<file path="config.mk">
export PLATFORM = sky130hd
export DESIGN_NAME = wdog_guarded
export DESIGN_NICKNAME = d
export VERILOG_FILES = /design/src/rtl/wdg_pkg.sv /design/src/rtl/wdg_ctl_reg.sv /design/src/rtl/wdg_limit.sv /design/src/rtl/wdg_counter.sv /design/src/rtl/wdog_guarded.sv
export SDC_FILE = /design/constraint.sdc
export NUM_CORES = 1
export LEC_CHECK = 0
export ABC_AREA = 1
export BUFFER_PORTS_ARGS = -buffer_cell sky130_fd_sc_hd__buf_2
export CAP_MARGIN = 20
export CORE_MARGIN = 2
export CORE_UTILIZATION = 45
export CTS_BUF_LIST = sky130_fd_sc_hd__clkbuf_8
export CTS_CLUSTER_DIAMETER = 120
export DETAILED_ROUTE_END_ITERATION = 6
export HOLD_SLACK_MARGIN = 0.05
export PLACE_DENSITY_LB_ADDON = 0.1
export SYNTH_ARGS = -nofsm -noshare
export SYNTH_HDL_FRONTEND = slang
export SYNTH_HIERARCHICAL = 1
export SYNTH_SLANG_ARGS = --single-unit
</file>
<file path="constraint.sdc">
create_clock -name clk -period 2.36 [get_ports clk]
set_clock_uncertainty 0.2 [all_clocks]
set_input_delay 0.118 -clock clk [delete_from_list [all_inputs] [get_ports clk]]
set_output_delay 0.118 -clock clk [all_outputs]
set_load 0.005 [all_outputs]
</file>
<file path="src/rtl/wdg_pkg.sv">
package wdg_pkg;
  localparam int SEL_W   = 3;
  localparam int NCODES  = 1 << SEL_W;
  localparam int CTL_W   = SEL_W + 2;
  localparam int EN_BIT  = SEL_W;
  localparam int ARM_BIT = SEL_W + 1;

  typedef struct packed {
    logic             arm;
    logic             en;
    logic [SEL_W-1:0] sel;
  } wdg_ctl_t;
endpackage

</file>
<file path="src/rtl/wdg_ctl_reg.sv">
module wdg_ctl_reg
  import wdg_pkg::*;
#(
  parameter int WIN = 4
) (
  input  logic             clk,
  input  logic             rst,
  input  logic             we,
  input  wdg_ctl_t         wdata,
  output logic             en_o,
  output logic             arm_o,
  output logic [SEL_W-1:0] sel_o
);
  localparam int WC_W = $clog2(WIN + 1);

  logic [WC_W-1:0]  win_q;
  logic             en_q;
  logic [SEL_W-1:0] sel_q;
  logic             win_open;
  logic             arm_req;
  logic             off_req;

  assign win_open = (win_q != '0);
  assign arm_req  = we && wdata.arm && wdata.en;
  assign off_req  = we && !wdata.en && win_open;

  // Guard window: reloaded by the arming write, closed by a successful
  // shutdown, otherwise drains by one per clock.
  always_ff @(posedge clk) begin
    if (rst) begin
      win_q <= '0;
    end else if (arm_req) begin
      win_q <= WC_W'(WIN);
    end else if (off_req) begin
      win_q <= '0;
    end else if (win_open) begin
      win_q <= win_q - 1'b1;
    end
  end

  always_ff @(posedge clk) begin
    if (rst) begin
      en_q  <= 1'b0;
      sel_q <= '0;
    end else if (we) begin
      sel_q <= wdata.sel;
      if (wdata.en) begin
        en_q <= 1'b1;
      end else if (win_open) begin
        en_q <= 1'b0;
      end
    end
  end

  assign en_o  = en_q;
  assign arm_o = win_open;
  assign sel_o = sel_q;

  assert_window_bound_R3: assert property (@(posedge clk) disable iff (rst)
    win_q <= WC_W'(WIN));

  assert_en_fall_guarded_R4: assert property (@(posedge clk) disable iff (rst)
    $fell(en_q) |-> ($past(we) && $past(win_open)));

  assert_arm_needs_both_R5: assert property (@(posedge clk) disable iff (rst)
    (we && !(wdata.arm && wdata.en) && !win_open) |=> !win_open);
endmodule

</file>
<file path="src/rtl/wdg_limit.sv">
module wdg_limit
  import wdg_pkg::*;
#(
  parameter int BASE_LOG2 = 14,
  parameter int CNT_W     = BASE_LOG2 + NCODES - 1
) (
  input  logic [SEL_W-1:0] sel,
  output logic [CNT_W-1:0] term
);
  logic [CNT_W-1:0] tbl [NCODES];

  // Terminal count for code g is 2^(BASE_LOG2+g) - 1.
  for (genvar g = 0; g < NCODES; g++) begin : g_code
    assign tbl[g] = {CNT_W{1'b1}} >> (NCODES - 1 - g);
  end

  assign term = tbl[sel];
endmodule

</file>
<file path="src/rtl/wdg_counter.sv">
module wdg_counter #(
  parameter int CNT_W = 21
) (
  input  logic             clk,
  input  logic             rst,
  input  logic             run,
  input  logic             tick,
  input  logic             kick,
  input  logic [CNT_W-1:0] term,
  output logic             expire_o
);
  logic [CNT_W-1:0] cnt_q;
  logic             step;
  logic             hit;

  assign step = run && tick && !kick;
  assign hit  = step && (cnt_q >= term);

  always_ff @(posedge clk) begin
    if (rst) begin
      cnt_q    <= '0;
      expire_o <= 1'b0;
    end else begin
      expire_o <= hit;
      if (kick || hit) begin
        cnt_q <= '0;
      end else if (step) begin
        cnt_q <= cnt_q + 1'b1;
      end
    end
  end

  assert_kick_clears_R8: assert property (@(posedge clk) disable iff (rst)
    kick |=> (cnt_q == '0) && !expire_o);

  assert_hold_when_idle_R6: assert property (@(posedge clk) disable iff (rst)
    (!kick && !(run && tick)) |=> (cnt_q == $past(cnt_q)));

  assert_expire_clears_R7: assert property (@(posedge clk) disable iff (rst)
    expire_o |-> (cnt_q == '0));
endmodule

</file>
<file path="src/rtl/wdog_guarded.sv">
module wdog_guarded
  import wdg_pkg::*;
#(
  parameter int BASE_LOG2 = 14,
  parameter int WIN       = 4
) (
  input  logic             clk,
  input  logic             rst,
  input  logic             osc_tick,
  input  logic             kick,
  input  logic             ctl_we,
  input  logic [CTL_W-1:0] ctl_wdata,
  output logic [CTL_W-1:0] ctl_rdata,
  output logic             sys_reset_o
);
  localparam int CNT_W = BASE_LOG2 + NCODES - 1;

  wdg_ctl_t         wr_ctl;
  logic             en;
  logic             arm;
  logic [SEL_W-1:0] sel;
  logic [CNT_W-1:0] term;

  assign wr_ctl = wdg_ctl_t'(ctl_wdata);

  wdg_ctl_reg #(.WIN(WIN)) u_ctl (
    .clk   (clk),
    .rst   (rst),
    .we    (ctl_we),
    .wdata (wr_ctl),
    .en_o  (en),
    .arm_o (arm),
    .sel_o (sel)
  );

  wdg_limit #(.BASE_LOG2(BASE_LOG2), .CNT_W(CNT_W)) u_lim (
    .sel  (sel),
    .term (term)
  );

  wdg_counter #(.CNT_W(CNT_W)) u_cnt (
    .clk      (clk),
    .rst      (rst),
    .run      (en),
    .tick     (osc_tick),
    .kick     (kick),
    .term     (term),
    .expire_o (sys_reset_o)
  );

  assign ctl_rdata = {arm, en, sel};

  assert_pulse_single_R7: assert property (@(posedge clk) disable iff (rst)
    sys_reset_o |=> !sys_reset_o);

  assert_pulse_needs_tick_R6: assert property (@(posedge clk) disable iff (rst)
    sys_reset_o |-> $past(en && osc_tick && !kick));

  assert_pulse_keeps_ctl_R7: assert property (@(posedge clk) disable iff (rst)
    (sys_reset_o && !$past(ctl_we)) |-> (en && $stable(sel)));
endmodule

</file>
After elaboration in Yosys (flattened, before gate mapping)
Memories as Yosys holds them, arrays and structs flattened.
Cells that the tools add are included.
{"block": "totals", "register_bits": 29, "romBits": 168, "inputBits": 10, "output_inout_bits": 6, "wordCells": 35, "n_memories": 1}
{"block": "classes", "n_addsub": 2, "order_cmp": 2, "mux": 7, "n_bitwise": 1, "n_reduce_logical": 16}
{"name": "(name not given)", "words": 8, "word_bits": 21, "rd": 1, "rd_ports_with_merged_regs": 0, "write_ports": 0, "line_no": "wdg_limit.sv:17", "text": "assign term = tbl[sel];"}
{"operator": "2-to-1 mux 21 bit", "count": 2}
{"operator": "adder 21 x 1 -> 21 bit, second input constant", "count": 1}
{"operator": "greater-or-equal comparator 21 bit", "count": 1}
{"operator": "2-to-1 mux 3 bit", "count": 3}
{"operator": "logical AND 1 bit", "count": 7}
{"operator": "nonzero test 3 bit", "count": 2}
{"operator": "greater-or-equal comparator 4 bit, second input constant", "count": 1}
{"operator": "NOT 3 -> 4 bit", "count": 1}
{"operator": "OR reduction 3 bit", "count": 1}
{"operator": "subtractor 3 x 1 -> 3 bit, second input constant", "count": 1}
{"operator": "logical NOT 1 bit", "count": 2}
{"operator": "2-to-1 mux 1 bit", "count": 2}
{"operator": "AND reduction 2 bit", "count": 1}
{"operator": "nonzero test 2 bit", "count": 1}
{"operator": "OR reduction 2 bit", "count": 1}
{"operator": "logical OR 1 bit", "count": 1}

Logic depth before layout (Yosys ltp)
{"block": "logic_depth", "ltp_word": 8, "depth_mapped": 15, "depth_no_buf": 13}

Modules after synthesis
The synthesis kept the hierarchy.
{"module": "wdg_counter", "n_inst": 1, "cells_each": 282, "area_each_um2": 1824.2, "seq_area_each_um2": 440.4}
{"module": "wdg_ctl_reg", "n_inst": 1, "cells_each": 49, "area_each_um2": 342.8, "seq_area_each_um2": 140.1}
{"module": "wdg_limit", "n_inst": 1, "cells_each": 28, "area_each_um2": 163.9, "seq_area_each_um2": 0.0}
{"module": "wdog_guarded", "n_inst": 1, "cells_each": 2, "area_each_um2": 15.0, "seq_area_each_um2": 0.0}

Worst setup path after synthesis
Ideal clock, no wire load.
{"block": "synth_path", "kind": "reg2reg", "start": "register u_ctl.sel_q[2] (netlist: u_ctl/sel_o[2])", "end": "register u_cnt.cnt_q[10]", "setup_time_ns": 0.116, "arrival_ns": 1.753, "t_required_ns": 2.044, "path_slack_ns": 0.291, "path_stages_with_launch": 15, "n_path_buf": 1, "synth_period_minus_slack_ns": 2.069, "path_cell_list": "dfxtp_1 -> inv_2 -> nor2_2 -> inv_1 -> ha_1 -> nand2_1 -> nor2_1 -> nand2_1 -> nor2_1 -> nand2_1 -> nand4_1 -> nand2_1 -> nand2_1 -> buf_4 -> nor2_1"}
{"block": "synth_between", "elab_chain_cells": 8}
{"element": "start, declared", "line_no": "wdg_ctl_reg.sv:18", "text": "logic [SEL_W-1:0] sel_q;"}
{"element": "start signal, assigned", "line_no": "wdg_ctl_reg.sv:46", "text": "sel_q <= wdata.sel;"}
{"element": "NOT 3 -> 4 bit (not written as such)", "line_no": "wdg_limit.sv:17"}
{"element": "memory read (8 x 21 bit)"}
{"element": "2-to-1 mux 21 bit (not written as such) (2 in a row)", "line_no": "wdg_limit.sv:17"}
{"element": "via term[20]", "line_no": "wdog_guarded.sv:22", "text": "logic [CNT_W-1:0] term;"}
{"element": "greater-or-equal comparator 21 bit", "line_no": "wdg_counter.sv:17", "text": "assign hit = step && (cnt_q >= term);"}
{"element": "logical AND 1 bit", "line_no": "wdg_counter.sv:17"}
{"element": "logical OR 1 bit", "line_no": "wdg_counter.sv:25", "text": "if (kick || hit) begin"}
{"element": "OR reduction 2 bit (no line)"}
{"element": "end signal, assigned", "line_no": "wdg_counter.sv:28", "text": "cnt_q <= cnt_q + 1'b1;"}
{"element": "end, declared", "line_no": "wdg_counter.sv:12", "text": "logic [CNT_W-1:0] cnt_q;"}
The timed path passes the listed nets, and every way through them passes these cells. The select of a mux whose other input is x is not followed.
A chain may end at the register's enable or synchronous reset.

==> summary.txt <==
Setup path
  – CP Cell Sequence: dlygate4sd3_1, buf_2, nor2_1, dlygate4sd3_1, nor2_1, dlygate4sd3_1
  – R2R Path Start: u_ctl/sel_o[0]
  – Setup crit end kind: register
  – Top cell by count, worst path: dlygate4sd3_1
  – Crit path max fanout: 1
  – Worst path bufs/invs: 4
  – CP required: roughly 2300 ps
  – Critical Path Source Type: input pin
  – Critical path class: input pin to register
  – Worst path max stage delay: 570 ps
  – Critical Path Start: ctl_wdata[0]
  – WP data arrival: about 2100 ps
  – Crit-path leading delay family: buffers and inverters
  – Slowest-stage cell, CP: dlygate4sd3_1

Floorplan
  – Die Width: 76.2 um
  – Initial Utilization: 46.2%
  – Height of the chip: approximately 76 um
  – Die ar.: 5810 um^2
  – Core area: 5070 um^2
  – # IOs: 16
  – Core Rows: 26

Timing
  – Final Hold Viols: 0
  – Final setup TNS: 0 ps
  – FMAX: 473 MHz
  – Setup violators final: 0
  – Worst setup margin: between 200 and 250 ps
  – Crit path time final: roughly 2100 ps
  – RSZ-0062 raised after global routing: no
  – Final period utilization: 89.6%
  – Final Max Tran Viols: 0

GRT
  – Gr usage total: 17.6%
  – Grt total ovfl: 0
  – Vias in the first global route: 1934
  – Largest net degree at the start of global routing: 12
  – Initial antenna violation count: 0
  – First-pass GRT wire length: between 8 and 9 mm

Drt
  – Vias/cell: 4.31
  – Wire length per cell: between 9 and 10 um
  – Routed vias: roughly 2000
  – Iteration-0 DRC count of the detailed router: 69
  – Pre-antenna DRT Iters: 4
  – Routed Antenna Nets: 0
  – Post-route DRC: 0
  – DRT Wirelength: ~4.5 mm

Cells and area
  – Layout cell share with drive strength beyond 1: 12.2%
  – Final net count: 426
  – Most common cell after layout, fill and taps aside: nand2_1
  – Number of diodes: 0
  – Most frequent cells in the layout: nand2_1 (87), nor2_1 (67), inv_1 (62)
  – Area growth, synth to finish: 13.6%

Place
  – HPWL Detailed: roughly 3.5 mm
  – Buffers added on ports: 15
  – Place WS: 103 ps
  – Final GP Congestion: just over 0.8

Clock network
  – Reg clk slew, reported paths: ~60 ps
  – CTS max path bufs: 2
  – TritonCTS Sinks: 29
  – Setup Buffers After CTS: 0
  – CTS Buf Count: 5
  – CTS tree: done
  – CTS root buf: clkbuf_8
  – Worst-Skew Late Latency: 280 ps
  – CTS H-tree depth: 2

Run status
  – Status: finished clean

Pwr
  – Pleak: between 1 and 1.5 nW
  – Power density of the placed cells: ~450 nW/um^2
  – Worst vdd ir: 0.334 mV

Yosys
  – Register bit count reported by yosys: 29
  – Synthesized instance count: 361
  – Post-Syn Area per Cell: 6.50 um^2
  – Sequential fraction of the synthesis area: 24.7%
  – Yosys warning total: 6
  – Netlist cell types: 27
  – Mapped Area: between 2000 and 2500 um^2

Hold path
  – Hold Path Class: input pin to register
  – Hold Startpoint: kick

Job
  – Max Cap Viol: 0
[Yosys cell counts]
library cell  instances  share of area (%)
nand3b_2              1               0.48
conb_1                1               0.16
dfxtp_1              29                 25
nor2_1               68                 11
nand2_1              88                 14
nor3_4                1               0.69
clkinv_1              1               0.16
a21oi_1               9                1.9
nand3_4               1               0.75
nand3b_1              1               0.32
xor2_1                9                3.4
nand3_2               3                1.3
xnor2_1               9                3.4
nand2_4               1               0.48
nor3_1                2               0.43
nor2_4                2               0.96
nand3_1               8                1.7
buf_4                19                6.1
inv_1                61                9.8
a21o_1                1               0.32
o21ai_1               1               0.21
ha_1                 24                 13
nor2_2                6                1.6
o21ai_0               4               0.85
nand4_1               6                1.6
inv_2                 3               0.48
nand2_2               2               0.53
[power breakdown]
group / switching, mW / leakage, nW / internal (mW) / total [mW]
logic: 0.154 / 1.13 / 0.114 / 0.268
clock network: 0.185 / 0.0485 / 0.227 / 0.411
registers: 0.0166 / 0.236 / 0.512 / 0.529
total: 0.355 / 1.41 / 0.852 / 1.21
[final cells by class]
class | count | area (um^2)
fillers | 548 | 2410
multi-input cells | 261 | 1430
flip-flops and latches | 29 | 587
inverters | 65 | 244
repair buffers | 30 | 228
well taps | 70 | 87.6
clock buffers | 6 | 82.6
clock inverters | 1 | 3.75
[logic make-up (layout without fill, tap and decap cells)]
kind of cell,count (synthesis),after routing,synth area share [%]
buffers and inverters,84,102,16.5
flip-flops,29,29,24.7
XOR/XNOR,18,18,6.72
AND/OR/NAND/NOR,190,190,35.8
adder cells (fa/ha/maj),24,24,12.8
AO/OA/AOI/OAI,15,15,3.31
other,1,14,0.160
[worst reg2reg max path, cell delays in order (launching register included)]
cell and delay (ps):
dfxtp_2 360, nand2_1 90, nor2_2 80, inv_1 40, ha_1 300, nand2_1 90
nor2_2 130, nand2_1 80, nor2_1 100, nand2_1 60, nand4_1 90, nand2_1 90
nand2_2 90, buf_6 150, nor2_1 50
[through the flow]
| stage | utilization (%) | cells | instance area [um^2] | power [mW] | hold slack, ps |
|---|---|---|---|---|---|
| 2_1_floorplan | - | 374 | 2390 | 0.757 | -12.9 |
| 3_3_place_gp | 47.9 | 442 | 2430 | 0.782 | 153 |
| 3_5_place_dp | 47.9 | 442 | 2430 | 0.787 | 150 |
| 4_1_cts | 52.1 | 462 | 2650 | 1.22 | 88.2 |
| 5_1_grt | 52.5 | 462 | 2670 | 1.31 | 77.6 |
| 6_report | 52.5 | 462 | 2670 | 1.21 | 70.7 |
[flip-flops by register name, indices dropped and copies added (netlist names)]
| register | cells |
|---|---|
| u_ctl/win_q | 3 |
| u_ctl/sel_o | 3 |
| u_cnt/expire_o | 1 |
| u_ctl/en_o | 1 |
| u_cnt/cnt_q | 21 |
[worst paths after layout]
kind,to,slack [ps],cells after the start
worst min-delay path,u_cnt/cnt_q[13],70,5
worst min register to register,u_ctl/win_q[1],350,4
worst max register to register,u_cnt/cnt_q[10],260,14
worst max-delay path,u_ctl/sel_o[0],250,6
[layer usage]
metal  global-route usage, %  part of all wire (%)  up-vias
met5                       0                     0        -
met4                    5.45                   1.4        0
met3                    3.91                   2.6        6
met2                    31.4                    48       21
met1                    20.9                    48      844
li1                        -                     -     1122
[what timing repair did]
item	4_1_cts	5_1_grt
endpoints found under the hold margin	6	0
hold buffers	13	0
resized for setup	0	8
endpoints found under the setup margin	0	21
Note: power is estimated with default switching activity, not from simulation.
